<file path="config.mk">
export PLATFORM = sky130hd
export DESIGN_NAME = excl_monitor
export DESIGN_NICKNAME = d
export VERILOG_FILES = /design/src/rtl/excl_monitor.sv
export SDC_FILE = /design/constraint.sdc
export NUM_CORES = 1
export LEC_CHECK = 0
export BUFFER_PORTS_ARGS = -buffer_cell sky130_fd_sc_hd__clkbuf_2
export CAP_MARGIN = 40
export CORE_MARGIN = 10
export CORE_UTILIZATION = 51
export DETAILED_ROUTE_END_ITERATION = 7
export GPL_TIMING_DRIVEN = 0
export PLACE_DENSITY_LB_ADDON = 0.3
export SLEW_MARGIN = 40
export SYNTH_ARGS = -nofsm -noshare
export SYNTH_HDL_FRONTEND = slang
export SYNTH_SLANG_ARGS = --single-unit
</file>
<file path="constraint.sdc">
create_clock -name clk -period 1.57 [get_ports clk]
set_input_delay 0.0785 -clock clk [delete_from_list [all_inputs] [get_ports clk]]
set_output_delay 0.0785 -clock clk [all_outputs]
set_load 0.01 [all_outputs]
</file>
<file path="src/rtl/excl_monitor.sv">
module excl_monitor #(
  parameter int AW = 32,
  parameter int SW = 2,
  parameter int ALIGN = 2
) (
  input  logic          clk,
  input  logic          rst_n,
  input  logic          req_valid,
  input  logic          req_store,
  input  logic          req_reg_form,
  input  logic          req_excl,
  input  logic          req_rev,
  input  logic [SW-1:0] req_size,
  input  logic [AW-1:0] req_addr,
  input  logic          irq_entry,
  input  logic          exc_entry,
  output logic          mem_req,
  output logic          mem_we,
  output logic [AW-1:0] mem_addr,
  output logic [(1<<SW)-1:0] mem_bytes,
  output logic          mem_rev,
  output logic          flag_we,
  output logic          flag_val
);
  localparam int BW = 1 << SW;
  localparam logic [AW-1:0] EMPTY = '1;

  logic [AW-1:0] resv;
  logic          ex;
  logic [AW-1:0] addr_al;
  logic          fail;

  assign ex      = req_valid & req_reg_form & req_excl;
  assign addr_al = ex ? {req_addr[AW-1:ALIGN], {ALIGN{1'b0}}} : req_addr;
  assign fail    = ex & req_store & (addr_al != resv);

  always_ff @(posedge clk or negedge rst_n) begin
    if (!rst_n)                    resv <= EMPTY;
    else if (irq_entry | exc_entry) resv <= EMPTY;
    else if (ex & req_store)       resv <= EMPTY;
    else if (ex)                   resv <= addr_al;
  end

  always_ff @(posedge clk or negedge rst_n) begin
    if (!rst_n) begin
      mem_req   <= 1'b0;
      mem_we    <= 1'b0;
      mem_addr  <= '0;
      mem_bytes <= '0;
      mem_rev   <= 1'b0;
      flag_we   <= 1'b0;
      flag_val  <= 1'b0;
    end else begin
      mem_req   <= req_valid & ~fail;
      mem_we    <= req_valid & req_store;
      mem_addr  <= req_valid ? addr_al : '0;
      mem_bytes <= req_valid ? BW'(1) << req_size : '0;
      mem_rev   <= req_valid & req_reg_form & req_rev;
      flag_we   <= ex;
      flag_val  <= fail;
    end
  end
endmodule


</file>
==> impl_metrics.yaml, run 1 <==
outcome:
  outcome: "completed"
worst_setup_path:
  cp-end-kind: "flip-flop"
  path_delay_family: "simple AND/OR/NAND/NOR gates"
  slowest_stage: "sky130_fd_sc_hd__dfstp_2"
  ff2ff_setup_slack_ps: 100
  worstSetupStartpointType: "flip-flop"
  maximum_fanout_encountered_on_the_critical_timing_path: 2
  crit_buf_inv: 0
  r2r-end: "mem_req$_DFF_PN0_"
  type_of_the_worst_setup_path: "flip-flop to flip-flop"
  worst_ep_arrival_time_ps: 1740
  r2r_start: "resv[7]$_DFFE_PN1P_"
  cpPeakStageDelay_ps: 540
  r2r_cells: 5
  critical_path_required_ps: 1840
  path_cells: "xor2_1 > or3_1 > nor4_2 > a31oi_1 > nor2b_1"
global_route:
  overflow: 0
  grt_most_used_layer: "met2"
  grt_use_met2: 0.2609
  antenna_violations_before_repair: 0
  track_usage: 0.1542
  first_global_vias: 2199
  gr-usage-met3: 0.05995
  global_route.usage.met1: 0.1701
  pin_count_of_the_biggest_net_entering_global_routing: 74
  grt_first_pass_wirelength_um: 10630
sta:
  setup_repair_after_global_routing_missed_its_margin: "no"
  skew_ps: 4.881
  post_route_minimum_period_ps: 1474
  worst-slew-pin-transition_ps: 542.7
  final_max_slew_viol_count: 0
  timing_hold_violations_final: 0
  period_share: 0.9391
  maximum_operating_frequency_ghz: 0.6782
  worst_slew_margin_rel: 0.6382
  setup-violations-final: 0
hold_path:
  hold_worst_path_end: "resv[17]$_DFFE_PN1P_"
  hp-class: "input pin to flip-flop"
  hold_path_depth: 2
  min_from: "req_addr[17]"
drt:
  first_iter_violations: 71
  drtPass1Iterations: 4
  route.detailed.vias_per_inst: 4.926
  detail_route.wirelength_um: 6572
  route.detailed.drc: 0
  detail-route-antenna-nets: 0
  wl_per_cell_um: 16.68
  via_count: 1941
die:
  core_region_area_mm2: 0.005205
  die-area_mm2: 0.008860
  pin_count: 84
  placementRows: 26
  fp.dieH_um: 94.13
  die_width_um: 94.13
  start_util: 0.5385
clock_tree:
  clockBufferDepth: 2
  cts_buffers: 9
  clk_root_buffer_cell: "sky130_fd_sc_hd__clkbuf_8"
  ctsHtreeMaxLevel: 3
  cts_tree: "built"
  cts_num_sinks: 73
  clkLatencyLatePin_ps: 330
  clkSlewWorstSetupHoldPaths_ps: 70
run:
  cap_violations: 0
cells_and_area:
  num_antenna_cells: 0
  finalNetCount: 362
  final_core_util: 0.7375
  final_layout_size_suffix_gt1_frac: 0.4259
  post-route-cell-area_mm2: 0.003839
  flow.area_growth_from_synthesis_pct: 36.96
power_and_ir_drop:
  clockPowerShare: 0.455
  power_switching_share: 0.2053
  peakVddDrop_mv: 0.7446
  internal_power_mw: 3.426
  combinationalPowerShare: 0.089
  cellPowerDensity_mw_per_mm2: 1123
  net-switching-power_mw: 0.8849
  leakagePower_nw: 1.745
  share_seq_of_total_power: 0.456
synth:
  netlist-cell-type-count: 24
  syn_inst: 203
  syn_nets: 246
  synthMostInstantiatedCell: "sky130_fd_sc_hd__dfrtp_1"
  mean_area_per_synthesized_cell_um2: 13.81
  synth_top_cells_by_area: "sky130_fd_sc_hd__dfrtp_1, sky130_fd_sc_hd__dfstp_2, sky130_fd_sc_hd__o22a_1"
  synth_warnings: 0
  synth-edff-count: 0
  synth-async-reset-ratio: 1.000
  synth.yosys.seq_area_share: 0.6661
  synthesis.area_mm2: 0.002803
  yosys_register_bits: 73
  post-synth-top-area-cell: "sky130_fd_sc_hd__dfrtp_1"
  synth_common_cells: "sky130_fd_sc_hd__dfrtp_1, sky130_fd_sc_hd__dfstp_2, sky130_fd_sc_hd__and2_1"
  synth_flop_cell: "sky130_fd_sc_hd__dfrtp_1"
  synthDominantCellAreaShare: 0.3661
placed_design:
  placed_area_mm2: 0.003314
  place.detailed.hpwl_um: 4723
  port_buffers: 83
  gp_congestion: 0.8001
## stage by stage
stage	std cells	power [mW]	setup TNS, ps	worst slack, ps	hold slack, ps
floorplan	203	2.135	0	201.4	-217.1
global placement	356	2.328	-4900	-123.4	269.3
detailed placement	356	2.340	0	33.75	118.6
CTS	394	4.346	0	11.28	0.009742
global route	394	4.475	0	5.782	6.573
finish	394	4.311	0	95.60	8.211
## routing by layer
metal | vias up | part of all wire | wire length (um)
met5 | - | 0 | 0
met4 | 0 | 0.012 | 76
met3 | 7 | 0.081 | 530
met2 | 55 | 0.50 | 3312
met1 | 945 | 0.40 | 2653
li1 | 934 | - | -
## layout by cell type (no fill, tap or decap)
cell | netlist | final
sky130_fd_sc_hd__clkbuf_1 | 10 | 10
sky130_fd_sc_hd__a21o_1 | 2 | 2
sky130_fd_sc_hd__nand2_1 | 4 | 4
sky130_fd_sc_hd__nand4_1 | 6 | 6
sky130_fd_sc_hd__nand3b_1 | 1 | 1
sky130_fd_sc_hd__inv_1 | 1 | 1
sky130_fd_sc_hd__dfstp_2 | 32 | 32
sky130_fd_sc_hd__o22a_1 | 29 | 29
sky130_fd_sc_hd__clkinv_2 | 0 | 1
sky130_fd_sc_hd__and2_2 | 1 | 1
sky130_fd_sc_hd__dlygate4sd3_1 | 0 | 22
sky130_fd_sc_hd__or3_1 | 1 | 1
sky130_fd_sc_hd__clkbuf_8 | 0 | 12
sky130_fd_sc_hd__nor2_1 | 2 | 2
sky130_fd_sc_hd__xnor2_2 | 0 | 2
sky130_fd_sc_hd__clkbuf_2 | 0 | 82
sky130_fd_sc_hd__nor4_2 | 1 | 3
sky130_fd_sc_hd__and2_1 | 30 | 30
sky130_fd_sc_hd__nor2b_1 | 1 | 1
sky130_fd_sc_hd__xor2_1 | 6 | 6
sky130_fd_sc_hd__dfrtp_1 | 41 | 41
sky130_fd_sc_hd__xnor2_1 | 24 | 22
sky130_fd_sc_hd__nor3b_1 | 1 | 1
sky130_fd_sc_hd__a31oi_1 | 1 | 1
sky130_fd_sc_hd__nand3_1 | 1 | 1
sky130_fd_sc_hd__o22a_2 | 1 | 1
sky130_fd_sc_hd__and3b_1 | 1 | 1
sky130_fd_sc_hd__bufinv_16 | 0 | 4
sky130_fd_sc_hd__and3_1 | 4 | 4
## sequential cells by signal (all words and copies together), names as in the netlist
| register | count |
|---|---|
| flag_we | 1 |
| mem_bytes | 4 |
| resv | 32 |
| mem_we | 1 |
| mem_req | 1 |
| mem_addr | 32 |
| mem_rev | 1 |
| flag_val | 1 |
## worst max path at each step
stage | from | endpoint | depth (start not counted)
after detailed placement | resv[4]$_DFFE_PN1P_ | mem_req$_DFF_PN0_ | 5
after floorplan | resv[7]$_DFFE_PN1P_ | mem_req$_DFF_PN0_ | 5
after global placement | rst_n | mem_addr[13]$_DFF_PN0_ | 1
after CTS | resv[4]$_DFFE_PN1P_ | mem_req$_DFF_PN0_ | 5
final | resv[7]$_DFFE_PN1P_ | mem_req$_DFF_PN0_ | 5
after global routing | resv[29]$_DFFE_PN1P_ | mem_req$_DFF_PN0_ | 5
## what timing repair did
item | CTS | global route
hold buffers | 22 | 0
resized for setup | 0 | 4
setup buffers | 0 | 0
endpoints found under the hold margin | 64 | 0
setup endpoints to repair | 0 | 2
## power by group through the flow
stage | clock network (mW) | registers, mW | logic, mW
finish | 1.96 | 1.97 | 0.383
global route | 2.08 | 1.97 | 0.426
CTS | 1.99 | 1.97 | 0.386
detailed placement | 0 | 2.00 | 0.340
global placement | 0 | 2.00 | 0.333
floorplan | 0 | 2.03 | 0.109
## kinds of logic after synthesis
group                     synth area share
and+or+nand+nor                     0.1237
buffers and inverters              0.01473
DFF                                 0.6661
xor gates and xnor gates           0.09375
AOI/OAI and AO/OA                   0.1018
## cell type report
class                   count  area (um2)
flip-flops and latches     73        1867
fillers                   371        1366
multi-input cells         119       922.1
repair buffers            105       644.4
clock buffers              11       151.4
clock inverters             5       125.1
well taps                  70       87.58
plain buffers              10       37.54
inverters                   1       3.754
Note: power is estimated with default switching activity, not from simulation.
==> inputs of run 2 (changes only) <==
--- a/config.mk
+++ b/config.mk
@@ -7,7 +7,6 @@
 export LEC_CHECK = 0
 export BUFFER_PORTS_ARGS = -buffer_cell sky130_fd_sc_hd__clkbuf_2
 export CAP_MARGIN = 40
-export CORE_MARGIN = 10
 export CORE_UTILIZATION = 51
 export DETAILED_ROUTE_END_ITERATION = 7
 export GPL_TIMING_DRIVEN = 0
==> constraint.sdc (replaced) <==
create_clock -name clk -period 1.57 [get_ports clk]
set_input_delay 0.0785 -clock clk [delete_from_list [all_inputs] [get_ports clk]]
set_output_delay 0.0785 -clock clk [all_outputs]
set_load 0.005 [all_outputs]
==> run 2 against run 1 <==
Effect of this change: total power fell by 17%; die area down 35%; highest routed layer unchanged; sequential cell count is the same; core utilization down 3.8 points; final cell count is 2.0% lower; wire length decreased by 14%; global-route usage up 5.6 points; worst setup slack got worse by 22 ps; critical path depth unchanged; first-iteration DRC count increased by 14%.
==> impl_metrics.yaml, run 2 (synthesized netlist as in run 1, its figures left out) <==
worst_setup_path:
  type_of_the_worst_setup_path: "flip-flop to flip-flop"
  maximum_fanout_encountered_on_the_critical_timing_path: 2
  worst_ep_arrival_time_ps: 1750
  critical_path_required_ps: 1820
  cp-end-kind: "flip-flop"
  worstSetupStartpointType: "flip-flop"
drt:
  detail-route-antenna-nets: 0
  via_count: 1910
  detail_route.wirelength_um: 5652
  route.detailed.drc: 0
  drtPass1Iterations: 4
  first_iter_violations: 81
  route.detailed.vias_per_inst: 4.948
  wl_per_cell_um: 14.64
clock_tree:
  clkSlewWorstSetupHoldPaths_ps: 70
  cts_num_sinks: 73
  cts_buffers: 9
  clkLatencyLatePin_ps: 330
  cts.repair_timing.setup_buffer_count: 0
  cts_tree: "built"
  clockBufferDepth: 2
  ctsHtreeMaxLevel: 3
  clk_root_buffer_cell: "sky130_fd_sc_hd__clkbuf_8"
run:
  cap_violations: 0
sta:
  period_share: 0.9529
  finalSetupTns_ps: 0
  final_max_slew_viol_count: 0
  timing_hold_violations_final: 0
  post_route_minimum_period_ps: 1496
  worst_slew_margin_rel: 0.6288
  setup-violations-final: 0
  maximum_operating_frequency_ghz: 0.6684
  setup_repair_after_global_routing_missed_its_margin: "no"
  skew_ps: 8.617
  worst-slew-pin-transition_ps: 556.8
  hold_slack_ps: 8.077
global_route:
  first_global_vias: 2018
  track_usage: 0.2104
  antenna_violations_before_repair: 0
  pin_count_of_the_biggest_net_entering_global_routing: 74
  grt_first_pass_wirelength_um: 9328
  overflow: 0
cells_and_area:
  final_core_util: 0.6990
  largest_registers: "mem_addr x32, resv x32, mem_bytes x4"
  finalNetCount: 355
  num_antenna_cells: 0
  final_layout_size_suffix_gt1_frac: 0.4146
  layout.cells.most_common: "sky130_fd_sc_hd__clkbuf_2"
  fillers: 393
  post-route-cell-area_mm2: 0.003638
  layout.cells.most_common_list: "sky130_fd_sc_hd__clkbuf_2, sky130_fd_sc_hd__dfrtp_1, sky130_fd_sc_hd__dfstp_2, sky130_fd_sc_hd__and2_1, sky130_fd_sc_hd__o22a_1"
  flow.area_growth_from_synthesis_pct: 29.82
power_and_ir_drop:
  peakVddDrop_mv: 0.6267
  total_power_mw: 3.575
  cellPowerDensity_mw_per_mm2: 982.7
  leakagePower_nw: 1.649
die:
  fp.dieH_um: 76.13
  die_width_um: 76.13
  pin_count: 84
  placementRows: 26
  start_util: 0.5385
  core_region_area_mm2: 0.005205
  die-area_mm2: 0.005796
hold_path:
  hp-class: "input pin to flip-flop"
placed_design:
  placed_area_mm2: 0.003314
  place.detailed.hpwl_um: 3857
  gp_congestion: 0.7282
  port_buffers: 83
outcome:
  outcome: "completed"
## run 2: power by group
group          leakage, nW  internal (mW)  switching (mW)
combinational        0.694          0.164           0.176
clock               0.0865          0.652           0.617
sequential           0.869           1.95          0.0193
## run 2: critical path, cell delays in order (launching register included)
cell and delay [ps]:
sky130_fd_sc_hd__dfstp_2 540, sky130_fd_sc_hd__xor2_1 50, sky130_fd_sc_hd__or3_1 340, sky130_fd_sc_hd__nor4_2 230, sky130_fd_sc_hd__a31oi_1 130, sky130_fd_sc_hd__nor2b_1 120
## run 2: final timing paths
check	start	endpoint	slack [ps]	cells past startpoint
worst min register to register	resv[1]$_DFFE_PN1P_	resv[1]$_DFFE_PN1P_	520	1
min in group asynchronous	rst_n	mem_addr[7]$_DFF_PN0_	320	2
worst max-delay path	resv[7]$_DFFE_PN1P_	mem_req$_DFF_PN0_	70	5
worst min-delay path	req_addr[15]	resv[15]$_DFFE_PN1P_	8	2
max in group asynchronous	rst_n	resv[24]$_DFFE_PN1P_	850	2
worst max register to register	resv[7]$_DFFE_PN1P_	mem_req$_DFF_PN0_	70	5
## run 2: timing repair
item | in CTS | in global routing
gates resized for setup | 0 | 1
endpoints found under the setup margin | 0 | 1
hold endpoints to repair | 56 | 0
hold buffers | 15 | 0
## run 2: metrics by stage
step / instances / worst slack, ps
after floorplan: 203 / 201.4
after global placement: 356 / -120.7
after detailed placement: 356 / 84.87
after CTS: 386 / 68.13
after global routing: 386 / 2.539
final: 386 / 73.99
## run 2: layout make-up
cell class              count  area [um2]  share of cell area
clock inverters             1       5.005            0.001376
plain buffers              10       37.54             0.01032
flip-flops and latches     73        1867              0.5131
repair buffers             98       574.3              0.1578
clock buffers              14       162.7             0.04470
well taps                  70       87.58             0.02407
inverters                   1       3.754            0.001032
multi-input cells         119       900.9              0.2476
## run 2: layer usage
metal  vias to the layer above  track usage  share of wire
met2                        56       0.3500           0.50
met5                         -            0              0
met3                         8      0.03593          0.038
met1                       929       0.2732           0.45
met4                         0      0.09231          0.012
li1                        917            -              -
==> inputs of run 3 (changes only) <==
==> constraint.sdc (replaced) <==
create_clock -name clk -period 1.57 [get_ports clk]
set_input_delay 0.314 -clock clk [delete_from_list [all_inputs] [get_ports clk]]
set_output_delay 0.314 -clock clk [all_outputs]
set_load 0.005 [all_outputs]
==> run 3 against run 2 <==
Effect of this change: the flow now finishes with violations (negative hold slack); largest power group unchanged; sequential share of layout area is 2.2 points higher; non-clock buffer count is 15 lower; largest cell class unchanged; combinational power is 9.4% lower; hold slack worse by 29 ps; final cell count is 3.9% lower; worst setup slack better by 0.64 ps.
==> impl_metrics.yaml, run 3 (synthesized netlist as in run 1, its figures left out) <==
power_and_ir_drop:
  cellPowerDensity_mw_per_mm2: 1016
  net-switching-power_mw: 0.8050
  clockPowerShare: 0.358
  power_switching_share: 0.2271
  combinationalPowerShare: 0.087
  peakVddDrop_mv: 0.6240
  leakagePower_nw: 1.584
  share_seq_of_total_power: 0.555
  internal_power_mw: 2.740
sta:
  timing_hold_violations_final: 23
  setup-violations-final: 0
  post_route_minimum_period_ps: 1495
  worst-slew-pin-transition_ps: 546.3
  setup_repair_after_global_routing_missed_its_margin: "no"
  maximum_operating_frequency_ghz: 0.6687
  hold_slack_ps: -20.43
  worst_slew_margin_rel: 0.6358
  final_max_slew_viol_count: 0
  period_share: 0.9525
  skew_ps: 8.233
worst_setup_path:
  maximum_fanout_encountered_on_the_critical_timing_path: 2
  r2r-end: "mem_req$_DFF_PN0_"
  cp-end-kind: "flip-flop"
  worstSetupStartpointType: "flip-flop"
  type_of_the_worst_setup_path: "flip-flop to flip-flop"
  ff2ff_setup_slack_ps: 70
  critical_path_required_ps: 1830
  worst_ep_arrival_time_ps: 1750
  r2r_cells: 5
  r2r_start: "resv[7]$_DFFE_PN1P_"
global_route:
  grt_first_pass_wirelength_um: 9045
  antenna_violations_before_repair: 0
  track_usage: 0.2043
  first_global_vias: 1933
  pin_count_of_the_biggest_net_entering_global_routing: 74
  overflow: 0
clock_tree:
  cts_hold_buf: 0
  ctsHtreeMaxLevel: 3
  clockBufferDepth: 2
  clk_root_buffer_cell: "sky130_fd_sc_hd__clkbuf_8"
  clkLatencyLatePin_ps: 330
  cts_resized: 0
  cts_num_sinks: 73
  cts_tree: "built"
  cts.repair_timing.setup_buffer_count: 0
  cts_buffers: 9
  clkSlewWorstSetupHoldPaths_ps: 70
drt:
  route.detailed.drc: 0
  detail-route-antenna-nets: 0
  detail_route.wirelength_um: 5419
  first_iter_violations: 72
  wl_per_cell_um: 14.61
  route.detailed.vias_per_inst: 4.989
  via_count: 1851
  drtPass1Iterations: 4
outcome:
  violations: "negative hold slack"
  outcome: "finished with violations"
cells_and_area:
  layout.cells.most_common_list: "sky130_fd_sc_hd__clkbuf_2, sky130_fd_sc_hd__dfrtp_1, sky130_fd_sc_hd__dfstp_2, sky130_fd_sc_hd__and2_1, sky130_fd_sc_hd__o22a_1"
  post-route-cell-area_mm2: 0.003488
  num_antenna_cells: 0
  flow.area_growth_from_synthesis_pct: 24.46
  layout.cells.most_common: "sky130_fd_sc_hd__clkbuf_2"
  final_layout_size_suffix_gt1_frac: 0.4352
  finalNetCount: 340
  final_core_util: 0.6702
  largest_registers: "mem_addr x32, resv x32, mem_bytes x4"
placed_design:
  gp_congestion: 0.7282
  port_buffers: 83
  place.detailed.hpwl_um: 3857
  placed_area_mm2: 0.003314
run:
  cap_violations: 0
die:
  die_width_um: 76.13
  start_util: 0.5385
  fp.dieH_um: 76.13
  die-area_mm2: 0.005796
  pin_count: 84
  placementRows: 26
  core_region_area_mm2: 0.005205
hold_path:
  hp-class: "input pin to asynchronous set/reset pin"
[run 3: cell count changes in the layout (fill, tap and decap cells not counted), sizes merged]
cell	change
dlygate4sd3	-15
[run 3: area by class of cell]
| class | count | area [um2] |
|---|---|---|
| multi-input combinational | 119 | 900.9 |
| timing repair buffer | 83 | 424.2 |
| fill | 409 | 1717 |
| sequential | 73 | 1867 |
| buffer | 10 | 37.54 |
| tap | 70 | 87.58 |
| inverter | 1 | 3.754 |
| clock buffer | 14 | 162.7 |
| clock inverter | 1 | 5.005 |
[run 3: power by group through the flow]
stage / clock network [mW] / logic (mW) / registers [mW]
final: 1.27 / 0.308 / 1.97
after global routing: 1.37 / 0.346 / 1.97
after CTS: 1.30 / 0.314 / 1.97
after detailed placement: 0 / 0.313 / 2.00
after global placement: 0 / 0.305 / 2.00
after floorplan: 0 / 0.109 / 2.01
[run 3: critical path: stages (launching register included)]
cell and delay [ps]:
sky130_fd_sc_hd__dfstp_2 540, sky130_fd_sc_hd__xor2_1 50, sky130_fd_sc_hd__or3_1 340, sky130_fd_sc_hd__nor4_2 230, sky130_fd_sc_hd__a31oi_1 130, sky130_fd_sc_hd__nor2b_1 120
[run 3: worst max path at each step]
| stage | startpoint | end | slack [ps] | cells past startpoint |
|---|---|---|---|---|
| floorplan | resv[7]$_DFFE_PN1P_ | mem_req$_DFF_PN0_ | 200 | 5 |
| finish | resv[7]$_DFFE_PN1P_ | mem_req$_DFF_PN0_ | 70 | 5 |
| global placement | rst_n | mem_addr[13]$_DFF_PN0_ | -360 | 1 |
| detailed placement | req_valid | resv[20]$_DFFE_PN1P_ | -2 | 6 |
| global route | resv[11]$_DFFE_PN1P_ | mem_req$_DFF_PN0_ | 3 | 5 |
| CTS | resv[7]$_DFFE_PN1P_ | mem_req$_DFF_PN0_ | 70 | 5 |
[run 3: layer usage]
| metal | routed length [um] | vias up | share of wire | track usage |
|---|---|---|---|---|
| met5 | 0 | - | 0 | 0 |
| met4 | 80 | 0 | 0.015 | 0.09231 |
| met3 | 286 | 8 | 0.053 | 0.04551 |
| met2 | 2659 | 57 | 0.49 | 0.3291 |
| met1 | 2394 | 899 | 0.44 | 0.2666 |
| li1 | - | 887 | - | - |
[run 3: stage by stage]
stage,setup TNS [ps],worst slack [ps],hold WS (ps),total power [mW],instances
2_1_floorplan,0,201.4,18.41,2.114,203
3_3_place_gp,-14470,-356.2,497.2,2.302,356
3_5_place_dp,-1.710,-1.710,355.5,2.313,356
4_1_cts,0,68.13,1.153,3.578,371
5_1_grt,0,2.540,26.47,3.686,371
6_report,0,74.63,-20.43,3.545,371
